`config.mk`:
```
export PLATFORM = sky130hd
export DESIGN_NAME = crypt_access_monitor
export DESIGN_NICKNAME = d
export VERILOG_FILES = /design/src/rtl/crypt_fe_pkg.sv /design/src/rtl/cfe_addr_decode.sv /design/src/rtl/cfe_viol_detect.sv /design/src/rtl/cfe_word_bank.sv /design/src/rtl/cfe_irq_ctrl.sv /design/src/rtl/crypt_access_monitor.sv
export SDC_FILE = /design/constraint.sdc
export NUM_CORES = 1
export LEC_CHECK = 0
export ABC_CLOCK_PERIOD_IN_PS = 2240
export BUFFER_PORTS_ARGS = -buffer_cell sky130_fd_sc_hd__buf_2
export CAP_MARGIN = 20
export CORE_AREA = 3 3 242 244
export DETAILED_ROUTE_END_ITERATION = 16
export DIE_AREA = 0 0 245 247
export PLACE_DENSITY = 0.68
export SETUP_SLACK_MARGIN = 0.3
export SLEW_MARGIN = 5
export SYNTH_ARGS = -nofsm -noshare
export SYNTH_HDL_FRONTEND = slang
export SYNTH_HIERARCHICAL = 1
export SYNTH_SLANG_ARGS = --single-unit
```
`constraint.sdc`:
```
create_clock -name clk -period 2.24 [get_ports clk]
set_input_delay 0.336 -clock clk [delete_from_list [all_inputs] [get_ports clk]]
set_output_delay 0.336 -clock clk [all_outputs]
set_load 0.1 [all_outputs]
```
`src/rtl/crypt_fe_pkg.sv`:
```
// Shared constants and types for the crypto register front end.
// Assumes an 8-bit byte address space and 32-bit words.
package crypt_fe_pkg;

    localparam int unsigned AW = 8;

    // Register offsets
    localparam logic [AW-1:0] OFS_SWRST = 8'h00;
    localparam logic [AW-1:0] OFS_MODE  = 8'h04;
    localparam logic [AW-1:0] OFS_IEN   = 8'h10;
    localparam logic [AW-1:0] OFS_IDIS  = 8'h14;
    localparam logic [AW-1:0] OFS_IMASK = 8'h18;
    localparam logic [AW-1:0] OFS_ISTAT = 8'h1C;
    localparam logic [AW-1:0] OFS_KEY   = 8'h20;
    localparam logic [AW-1:0] OFS_DIN   = 8'h40;
    localparam logic [AW-1:0] OFS_DOUT  = 8'h50;
    localparam logic [AW-1:0] OFS_IV    = 8'h60;
    localparam logic [AW-1:0] OFS_VER   = 8'hFC;

    // Status bit positions
    localparam int unsigned ST_FLAGS_N = 5;
    localparam int unsigned ST_VIOL    = 8;
    localparam int unsigned ST_TYPE_LO = 12;

    // Mask bits that exist
    localparam logic [31:0] MASK_IMPL = 32'h0000_011F;

    // Violation codes; numeric order is the priority order
    typedef enum logic [2:0] {
        VT_DIN_DMA     = 3'd0,
        VT_DOUT_PROC   = 3'd1,
        VT_MODE_PROC   = 3'd2,
        VT_DOUT_SUBKEY = 3'd3,
        VT_MODE_SUBKEY = 3'd4,
        VT_WO_READ     = 3'd5
    } viol_t;

    // One-hot region hit from the address decoder
    typedef struct packed {
        logic swrst;
        logic mode;
        logic ien;
        logic idis;
        logic imask;
        logic istat;
        logic key;
        logic din;
        logic dout;
        logic iv;
        logic ver;
    } region_t;

endpackage

```
`src/rtl/cfe_addr_decode.sv`:
```
// Address decoder: maps a byte address to a region and a word index.
// Assumes word-aligned accesses; an unaligned address hits nothing.
// A block region spans NWORDS words starting at its base offset.
module cfe_addr_decode
    import crypt_fe_pkg::*;
#(
    parameter int unsigned NWORDS = 4,
    localparam int unsigned WIDX_W = (NWORDS > 1) ? $clog2(NWORDS) : 1,
    localparam int unsigned SPAN_LSB = WIDX_W + 2
)(
    input  logic [AW-1:0]     addr,
    output region_t           hit,
    output logic [WIDX_W-1:0] widx,
    output logic              wo
);

    // True when the address falls inside a block region
    function automatic logic in_block(input logic [AW-1:0] a, input logic [AW-1:0] base);
        return (a[AW-1:SPAN_LSB] == base[AW-1:SPAN_LSB])
            && (32'(a[SPAN_LSB-1:2]) < NWORDS)
            && (a[1:0] == 2'b00);
    endfunction

    // Region decode
    always_comb begin
        hit.swrst = (addr == OFS_SWRST);
        hit.mode  = (addr == OFS_MODE);
        hit.ien   = (addr == OFS_IEN);
        hit.idis  = (addr == OFS_IDIS);
        hit.imask = (addr == OFS_IMASK);
        hit.istat = (addr == OFS_ISTAT);
        hit.ver   = (addr == OFS_VER);
        hit.key   = in_block(addr, OFS_KEY);
        hit.din   = in_block(addr, OFS_DIN);
        hit.dout  = in_block(addr, OFS_DOUT);
        hit.iv    = in_block(addr, OFS_IV);
    end

    assign widx = addr[SPAN_LSB-1:2];

    // Registers that may only be written
    assign wo = hit.swrst | hit.ien | hit.idis | hit.key | hit.din | hit.iv;

endmodule

```
`src/rtl/cfe_viol_detect.sv`:
```
// Phase checker: classifies a completed access against the engine phase.
// Pure combinational; the rule order gives lowest-code priority.
module cfe_viol_detect
    import crypt_fe_pkg::*;
(
    input  logic  rd,
    input  logic  wr,
    input  logic  is_din,
    input  logic  is_dout,
    input  logic  is_mode,
    input  logic  is_wo,
    input  logic  busy,
    input  logic  subkey,
    input  logic  dma,
    output logic  viol,
    output viol_t code
);

    // Priority chain, lowest code first
    always_comb begin
        viol = 1'b1;
        code = VT_DIN_DMA;
        if (wr && is_din && busy && dma) begin
            code = VT_DIN_DMA;
        end else if (rd && is_dout && busy) begin
            code = VT_DOUT_PROC;
        end else if (wr && is_mode && busy) begin
            code = VT_MODE_PROC;
        end else if (rd && is_dout && subkey) begin
            code = VT_DOUT_SUBKEY;
        end else if (wr && is_mode && subkey) begin
            code = VT_MODE_SUBKEY;
        end else if (rd && is_wo) begin
            code = VT_WO_READ;
        end else begin
            viol = 1'b0;
        end
    end

endmodule

```
`src/rtl/cfe_word_bank.sv`:
```
// Bank of NWORDS writable words packed into one flat vector.
// Word i sits at bits [i*DW +: DW]; one word is written per enable.
module cfe_word_bank #(
    parameter int unsigned NWORDS = 4,
    parameter int unsigned DW = 32,
    localparam int unsigned WIDX_W = (NWORDS > 1) ? $clog2(NWORDS) : 1
)(
    input  logic                 clk,
    input  logic                 rst_n,
    input  logic                 we,
    input  logic [WIDX_W-1:0]    widx,
    input  logic [DW-1:0]        wdata,
    output logic [NWORDS*DW-1:0] q
);

    for (genvar g = 0; g < NWORDS; g++) begin : g_word
        // Hold one word, load it when selected
        always_ff @(posedge clk) begin
            if (!rst_n) begin
                q[g*DW +: DW] <= '0;
            end else if (we && (widx == WIDX_W'(g))) begin
                q[g*DW +: DW] <= wdata;
            end
        end
    end

endmodule

```
`src/rtl/cfe_irq_ctrl.sv`:
```
// Interrupt mask, sticky violation flag, last violation type and irq.
// Assumes at most one of set, clear and soft-reset per cycle (one bus access).
module cfe_irq_ctrl
    import crypt_fe_pkg::*;
#(
    parameter int unsigned DW = 32
)(
    input  logic                  clk,
    input  logic                  rst_n,
    input  logic                  en_we,
    input  logic                  dis_we,
    input  logic                  clr,
    input  logic [DW-1:0]         wdata,
    input  logic                  viol,
    input  viol_t                 code,
    input  logic [ST_FLAGS_N-1:0] flags,
    output logic [DW-1:0]         mask_q,
    output logic                  detect_q,
    output viol_t                 vtype_q,
    output logic [DW-1:0]         status,
    output logic                  irq
);

    localparam logic [DW-1:0] IMPL = DW'(MASK_IMPL);

    // Mask bits: set port, clear port, soft reset
    always_ff @(posedge clk) begin
        if (!rst_n || clr) begin
            mask_q <= '0;
        end else if (en_we) begin
            mask_q <= mask_q | (wdata & IMPL);
        end else if (dis_we) begin
            mask_q <= mask_q & ~wdata;
        end
    end

    // Sticky detection flag and last violation code
    always_ff @(posedge clk) begin
        if (!rst_n || clr) begin
            detect_q <= 1'b0;
            vtype_q  <= VT_DIN_DMA;
        end else if (viol) begin
            detect_q <= 1'b1;
            vtype_q  <= code;
        end
    end

    // Status word assembly
    always_comb begin
        status = '0;
        status[ST_FLAGS_N-1:0] = flags;
        status[ST_VIOL] = detect_q;
        status[ST_TYPE_LO +: 3] = vtype_q;
    end

    // Interrupt: enabled status bits up to the detection flag
    assign irq = |(status[ST_VIOL:0] & mask_q[ST_VIOL:0]);

endmodule

```
`src/rtl/crypt_access_monitor.sv`:
```
// Register front end of a block-cipher peripheral with phase-dependent
// access-violation logging. Zero-wait bus: an access completes on the
// edge where psel and penable are both high. Assumes the core phase
// inputs are stable across an access.
module crypt_access_monitor
    import crypt_fe_pkg::*;
#(
    parameter int unsigned DW = 32,
    parameter int unsigned NWORDS = 4,
    parameter logic [DW-1:0] VERSION = 32'h0000_0130,
    localparam int unsigned BLK_W = NWORDS * DW,
    localparam int unsigned WIDX_W = (NWORDS > 1) ? $clog2(NWORDS) : 1
)(
    input  logic             clk,
    input  logic             rst_n,
    input  logic             psel,
    input  logic             penable,
    input  logic             pwrite,
    input  logic [AW-1:0]    paddr,
    input  logic [DW-1:0]    pwdata,
    output logic [DW-1:0]    prdata,
    input  logic             eng_busy_i,
    input  logic             eng_subkey_i,
    input  logic             eng_dma_i,
    input  logic [BLK_W-1:0] dout_i,
    input  logic             drdy_i,
    input  logic             rx_end_i,
    input  logic             tx_end_i,
    input  logic             rx_full_i,
    input  logic             tx_empty_i,
    output logic [BLK_W-1:0] key_o,
    output logic [BLK_W-1:0] din_o,
    output logic [BLK_W-1:0] iv_o,
    output logic [DW-1:0]    mode_o,
    output logic             irq_o
);

    logic                  acc, rd_acc, wr_acc;
    region_t               hit;
    logic [WIDX_W-1:0]     widx;
    logic                  wo_reg;
    logic                  viol_hit;
    viol_t                 viol_code;
    logic [DW-1:0]         mask_q, status_w, mode_q, dout_word;
    logic                  detect_q;
    viol_t                 vtype_q;
    logic [ST_FLAGS_N-1:0] core_flags;
    logic                  key_we, din_we, iv_we, mode_we;
    logic                  en_we, dis_we, soft_clr;

    // Completed access qualifiers
    assign acc    = psel & penable;
    assign rd_acc = acc & ~pwrite;
    assign wr_acc = acc & pwrite;

    cfe_addr_decode #(.NWORDS(NWORDS)) i_decode (
        .addr (paddr),
        .hit  (hit),
        .widx (widx),
        .wo   (wo_reg)
    );

    cfe_viol_detect i_detect (
        .rd      (rd_acc),
        .wr      (wr_acc),
        .is_din  (hit.din),
        .is_dout (hit.dout),
        .is_mode (hit.mode),
        .is_wo   (wo_reg),
        .busy    (eng_busy_i),
        .subkey  (eng_subkey_i),
        .dma     (eng_dma_i),
        .viol    (viol_hit),
        .code    (viol_code)
    );

    // Write enables; violating writes are blocked
    assign key_we   = wr_acc & hit.key;
    assign iv_we    = wr_acc & hit.iv;
    assign din_we   = wr_acc & hit.din & ~viol_hit;
    assign mode_we  = wr_acc & hit.mode & ~viol_hit;
    assign en_we    = wr_acc & hit.ien;
    assign dis_we   = wr_acc & hit.idis;
    assign soft_clr = wr_acc & hit.swrst & pwdata[0];

    cfe_word_bank #(.NWORDS(NWORDS), .DW(DW)) i_key_bank (
        .clk (clk), .rst_n (rst_n), .we (key_we), .widx (widx), .wdata (pwdata), .q (key_o)
    );

    cfe_word_bank #(.NWORDS(NWORDS), .DW(DW)) i_din_bank (
        .clk (clk), .rst_n (rst_n), .we (din_we), .widx (widx), .wdata (pwdata), .q (din_o)
    );

    cfe_word_bank #(.NWORDS(NWORDS), .DW(DW)) i_iv_bank (
        .clk (clk), .rst_n (rst_n), .we (iv_we), .widx (widx), .wdata (pwdata), .q (iv_o)
    );

    // Mode word register
    always_ff @(posedge clk) begin
        if (!rst_n) begin
            mode_q <= '0;
        end else if (mode_we) begin
            mode_q <= pwdata;
        end
    end

    assign mode_o = mode_q;
    assign core_flags = {tx_empty_i, rx_full_i, tx_end_i, rx_end_i, drdy_i};

    cfe_irq_ctrl #(.DW(DW)) i_irq (
        .clk      (clk),
        .rst_n    (rst_n),
        .en_we    (en_we),
        .dis_we   (dis_we),
        .clr      (soft_clr),
        .wdata    (pwdata),
        .viol     (viol_hit),
        .code     (viol_code),
        .flags    (core_flags),
        .mask_q   (mask_q),
        .detect_q (detect_q),
        .vtype_q  (vtype_q),
        .status   (status_w),
        .irq      (irq_o)
    );

    // Select the addressed result word
    always_comb begin
        dout_word = '0;
        for (int w = 0; w < NWORDS; w++) begin
            if (widx == WIDX_W'(w)) begin
                dout_word = dout_i[w*DW +: DW];
            end
        end
    end

    // Read data mux; write-only and unmapped addresses read zero
    always_comb begin
        if (hit.mode) begin
            prdata = mode_q;
        end else if (hit.imask) begin
            prdata = mask_q;
        end else if (hit.istat) begin
            prdata = status_w;
        end else if (hit.dout) begin
            prdata = dout_word;
        end else if (hit.ver) begin
            prdata = VERSION;
        end else begin
            prdata = '0;
        end
    end

endmodule

```
==> results of run 1 <==
-- what timing repair did --
item / in CTS / in global routing
gates resized for setup: 61 / 87
hold buffers: 0 / 0
pin swaps: 27 / 22
setup buffers: 28 / 8
endpoints found under the setup margin: 37 / 159
gates cloned: 7 / 8
hold endpoints to repair: 0 / 0
-- per-layer routing --
layer | vias up | global-route usage (%)
met5 | - | 0
met3 | 163 | 4.46
met2 | 728 | 40.4
met1 | 8272 | 27.3
met4 | 0 | 9.95
li1 | 7733 | -
-- final cells by class --
type,instances,share of cell area (%)
multi-input cells,1258,35.5
flip-flops and latches,452,33.9
repair buffers,781,21.2
clock buffers,61,4.82
well taps,756,3.54
clock inverters,17,0.623
inverters,34,0.478
diodes,2,0.0187
-- metrics by stage --
stage	std cells	util (%)	hold WS (ps)	instance area [um2]	setup TNS, ps
2_1_floorplan	1919	-	418	19700	-18440
3_3_place_gp	3230	42.5	428	24000	-31360
3_5_place_dp	3230	42.5	429	24000	-44720
4_1_cts	3343	46.2	168	26100	-1240
5_1_grt	3361	47.3	188	26700	-4210
6_report	3361	47.3	194	26700	-2000
-- worst max-delay path by stage --
| stage | slack [ps] | endpoint | startpoint | depth (start not counted) |
|---|---|---|---|---|
| floorplan | -910 | prdata[19] | paddr[6] | 7 |
| global placement | -330 | prdata[17] | paddr[2] | 7 |
| detailed placement | -360 | prdata[17] | paddr[7] | 8 |
| CTS | -90 | prdata[20] | paddr[6] | 10 |
| global route | -220 | prdata[25] | paddr[6] | 10 |
| finish | -130 | prdata[20] | paddr[6] | 10 |
-- sequential cells by signal (all words and copies together), names as in the netlist, named ones only --
register / cells
i_irq/detect_q: 1
i_din_bank/q: 128
i_irq/vtype_q: 3
i_iv_bank/q: 128
i_key_bank/q: 128
mode_o: 32
i_irq/mask_q: 26
-- power groups by stage --
stage | combinational (mW) | sequential, mW | clock (mW)
after CTS | 1.18 | 8.04 | 7.65
after detailed placement | 1.13 | 8.22 | 0
after global routing | 1.28 | 8.04 | 7.97
after floorplan | 0.554 | 8.24 | 0
after global placement | 1.11 | 8.22 | 0
final | 1.21 | 8.04 | 7.51
-- worst max-delay path, cell delays in order --
cell and delay (ps):
buf_6 100, nor3_4 220, nand3_2 150, nor3b_4 210, buf_6 200, buf_12 120
buf_16 110, a22oi_2 70, o211ai_1 240, clkbuf_16 250
==> flow_summary.toml, run 1 <==
[clock_network]
cts.sinks = 452
clkTransAtPathRegs_ps = 60
root_buffer = "clkbuf_16"
clock_path_buffers = 3
cts_tree = "yes"
htreeDepth = 2
numCtsBuffers = 46
clk_latency_ps = 570

[grt]
antenna_found_initial = 2
grt_usage_pct = 22.9
grt_pass1_wl_mm = 105
grt_pass1_vias = 16577
grt_max_degree = 64
gr-total-overflow = 0

[critical_path]
crit_type = "in -> out"
cp.arrival_ps = 2030
cp.required_ps = 1900
endpoint_kind = "output port"
ff2ff_setup_slack_ps = 1530
rr_endpoint = "mode_o[8]"
reg2reg_from = "mode_o[8]"
r2r_cells = 2
startpoint_type = "input pin"
crit_fanout = 7

[power]
sw_frac_of_total_pct = 24.0
seqPwrFrac_pct = 48.0
comb_power_share_pct = 7.2
power_density_mw_per_mm2 = 627
netSwitchingPower_mw = 4.02
vdd_drop_max_mv = 0.478
p_int_mw = 12.7
totalPowerFinal_mw = 16.8
p_leak_nw = 13.3
clockPowerShare_pct = 44.8

[hold_path]
holdCritStartpoint = "pwdata[10]"
hold_end = "mode_o[10]"
hold_path_class = "in -> reg"
hold_depth = 3

[place]
dp_hpwl_mm = 52.4
place.gp.congestion = 0.928
io_buffer_count = 629
place_ws_ps = -358

[route]
vias = 16896
viasPerCell = 5.03
drt-total-wl_mm = 74.8
wl_per_cell_um = 22.3
highest_layer = "met4"
wl_met2_mm = 37.3
wl_met1_mm = 29.1
ant_nets = 0
drc = 0
wl_met3_mm = 5.02
drtIter0Drc = 981
drtPass1Iterations = 5

[floorplanning]
die_y_um = 247
start_util_pct = 34.3
fp.coreArea_mm2 = 0.0565
io_pins = 630
rows = 87
fp.dieArea_mm2 = 0.0605
die_w_um = 245

[timing]
setup_violations = 29
relSlewSlack_pct = 57.1
finClkSkew_ps = 0
slew_violations = 0
period_needed_ps = 2370
layout_worst_path_cycle_share_pct = 106
setup_slack_ps = -126
fmax_mhz = 423
hold_violations = 0
rsz0062_at_grt = "true"
tightestPinTransition_ps = 644

[yosys]
synthCells = 1897
yosysWarnings = 6
syn_area_mm2 = 0.0194
syn_avg_cell_area_um2 = 10.2

[layout]
final_cell_mix = "588 x buf_2, 562 x nand2_1, 452 x dfxtp_1, 413 x mux2i_1, 75 x buf_4"
fin_nets = 2754
drive_gt1_share_pct = 39.1
syn_to_final_growth_pct = 38.0
seq_area_mm2 = 0.00905
fillers = 5159
multi_input_comb_area_mm2 = 0.00948
layout_commonest_cell = "buf_2"

[job]
maxCapViolCount = 0

[outcome]
violations = "setup timing"
status = "finished with violations"
Power figures use the tool's default switching activity.
==> run 2, diff against run 1 <==
--- a/config.mk
+++ b/config.mk
@@ -5,13 +5,13 @@
 export SDC_FILE = /design/constraint.sdc
 export NUM_CORES = 1
 export LEC_CHECK = 0
-export ABC_CLOCK_PERIOD_IN_PS = 2240
+export ABC_CLOCK_PERIOD_IN_PS = 3000
 export BUFFER_PORTS_ARGS = -buffer_cell sky130_fd_sc_hd__buf_2
 export CAP_MARGIN = 20
-export CORE_AREA = 3 3 242 244
+export CORE_AREA = 2 2 248 250
 export DETAILED_ROUTE_END_ITERATION = 16
-export DIE_AREA = 0 0 245 247
-export PLACE_DENSITY = 0.68
+export DIE_AREA = 0 0 250 252
+export PLACE_DENSITY = 0.63
 export SETUP_SLACK_MARGIN = 0.3
 export SLEW_MARGIN = 5
 export SYNTH_ARGS = -nofsm -noshare
==> constraint.sdc (replaced) <==
create_clock -name clk -period 3 [get_ports clk]
set_input_delay 0.45 -clock clk [delete_from_list [all_inputs] [get_ports clk]]
set_output_delay 0.45 -clock clk [all_outputs]
set_load 0.1 [all_outputs]
==> run 2 against run 1 <==
The flow now finishes without violations. Via count is 4.5% lower. Sequential share of layout area is 1.8 points higher. Wire length is 4.3% lower. Non-clock buffer count is 92 lower. Clock skew stayed put. Critical path depth stayed put. Total power is 22% lower. Global-route usage is 1.3 points lower. Cell count is 1.7% lower.
==> flow_summary.toml, run 2 (synthesis gave the netlist of run 1 again) <==
[clock_network]
clock_path_buffers = 3
cts.sinks = 452
clkTransAtPathRegs_ps = 70
htreeDepth = 2
cts_tree = "yes"
clk_latency_ps = 570
hold_buffers = 0
root_buffer = "clkbuf_16"
numCtsBuffers = 48

[hold_path]
hold_depth = 2
hold_path_class = "in -> reg"
hold_end = "i_irq/mask_q[20]"
holdCritStartpoint = "pwdata[20]"

[layout]
drive_gt1_share_pct = 35.5
syn_to_final_growth_pct = 31.1
fillers = 5819
n_antenna_cell = 0
final_util_pct = 42.2
seq_area_mm2 = 0.00905
reg.largest.list = "i_din_bank/q (128), i_iv_bank/q (128), i_key_bank/q (128)"
final_cell_mix = "595 x buf_2, 564 x nand2_1, 452 x dfxtp_1, 419 x mux2i_1, 52 x clkbuf_16"
multi_input_comb_area_mm2 = 0.00920
fin_nets = 2664
layout_commonest_cell = "buf_2"

[critical_path]
r2r_cells = 2
cp.required_ps = 2550
crit_type = "in -> out"
ff2ff_setup_slack_ps = 2190
critPathSlowestCell = "nor3b_4"
cp.arrival_ps = 2200
worstPathCellList = "buf_4, nor3_4, nand3_2, nor3b_4, buf_6, nand2b_1, buf_6, o22ai_1, a21oi_4, buf_12"
endpoint_kind = "output port"
rr_endpoint = "mode_o[11]"
cp_common_cell = "buf_6"
critPathTopFamily = "simple AND/OR/NAND/NOR gates"
reg2reg_from = "mode_o[11]"
crit_path_max_incr_delay_ps = 270
path_buf_inv = 4
startpoint_type = "input pin"
crit_fanout = 17

[power]
totalPowerFinal_mw = 13.1
power_density_mw_per_mm2 = 517
vdd_drop_max_mv = 0.391
p_leak_nw = 12.6

[floorplanning]
rows = 90
fp.coreArea_mm2 = 0.0601
die_w_um = 250
io_pins = 630
die_y_um = 252
fp.dieArea_mm2 = 0.0630
start_util_pct = 32.2

[outcome]
status = "complete, no violations"

[route]
drt-total-wl_mm = 71.5
drtIter0Drc = 864
vias = 16139
drc = 0
drtPass1Iterations = 5
ant_nets = 0
viasPerCell = 4.89
wl_per_cell_um = 21.7

[grt]
antenna_found_initial = 0
grt_max_degree = 97
grt_pass1_vias = 15851
gr-total-overflow = 0
grt_usage_pct = 21.6
grt_pass1_wl_mm = 103

[timing]
slew_violations = 0
tns_ps = 0
setup_violations = 0
finClkSkew_ps = 0
tightestPinTransition_ps = 700
relSlewSlack_pct = 53.2
rsz0062_at_grt = "false"
hold_violations = 0
period_needed_ps = 2650
fmax_mhz = 378
layout_worst_path_cycle_share_pct = 88.3

[job]
maxCapViolCount = 0

[place]
place.gp.congestion = 0.893
io_buffer_count = 629
dp_hpwl_mm = 51.3
==> run 2: area by class of cell <==
type / count / area share [%]
clock inverter: 24 / 1.41
tap: 782 / 3.85
timing repair buffer: 689 / 17.2
sequential: 452 / 35.6
multi-input combinational: 1258 / 36.2
inverter: 34 / 0.517
clock buffer: 64 / 5.21
==> run 2: report_power, final <==
group	total (mW)	switching, mW	leakage [nW]	internal, mW
Combinational	0.800	0.547	8.14	0.253
Clock	6.33	2.51	0.818	3.81
Sequential	6.00	0.00139	3.64	6.00
Total	13.1	3.06	12.6	10.1
==> run 2: how the worst max path moves through the flow <==
stage	slack, ps	end	cells past startpoint	startpoint
global route	260	prdata[31]	10	paddr[5]
detailed placement	-50	prdata[17]	7	paddr[2]
CTS	290	prdata[8]	9	paddr[6]
global placement	-250	prdata[25]	7	paddr[2]
finish	350	prdata[2]	10	paddr[5]
floorplan	-370	prdata[19]	7	paddr[6]
==> run 2: stage by stage <==
step	std cells	worst slack [ps]	hold WS [ps]	cell area (um2)
2_1_floorplan	1919	-374	418	19700
3_3_place_gp	3200	-245	434	23300
3_5_place_dp	3200	-47.1	429	23300
4_1_cts	3296	292	288	25100
5_1_grt	3303	257	293	25400
6_report	3303	351	288	25400
==> run 2: timing repair <==
action,in CTS,in global routing
gates resized for setup,14,32
buffers inserted,7,4
setup endpoints to repair,32,32
pin swaps,2,8
cloned,1,2
==> run 2: metal layers <==
layer	vias up	track usage (%)	part of all wire, %
met3	109	3.81	5.8
met2	610	38.9	51
met4	0	7.08	3.0
li1	7570	-	-
met5	-	0	0
met1	7850	26.0	41
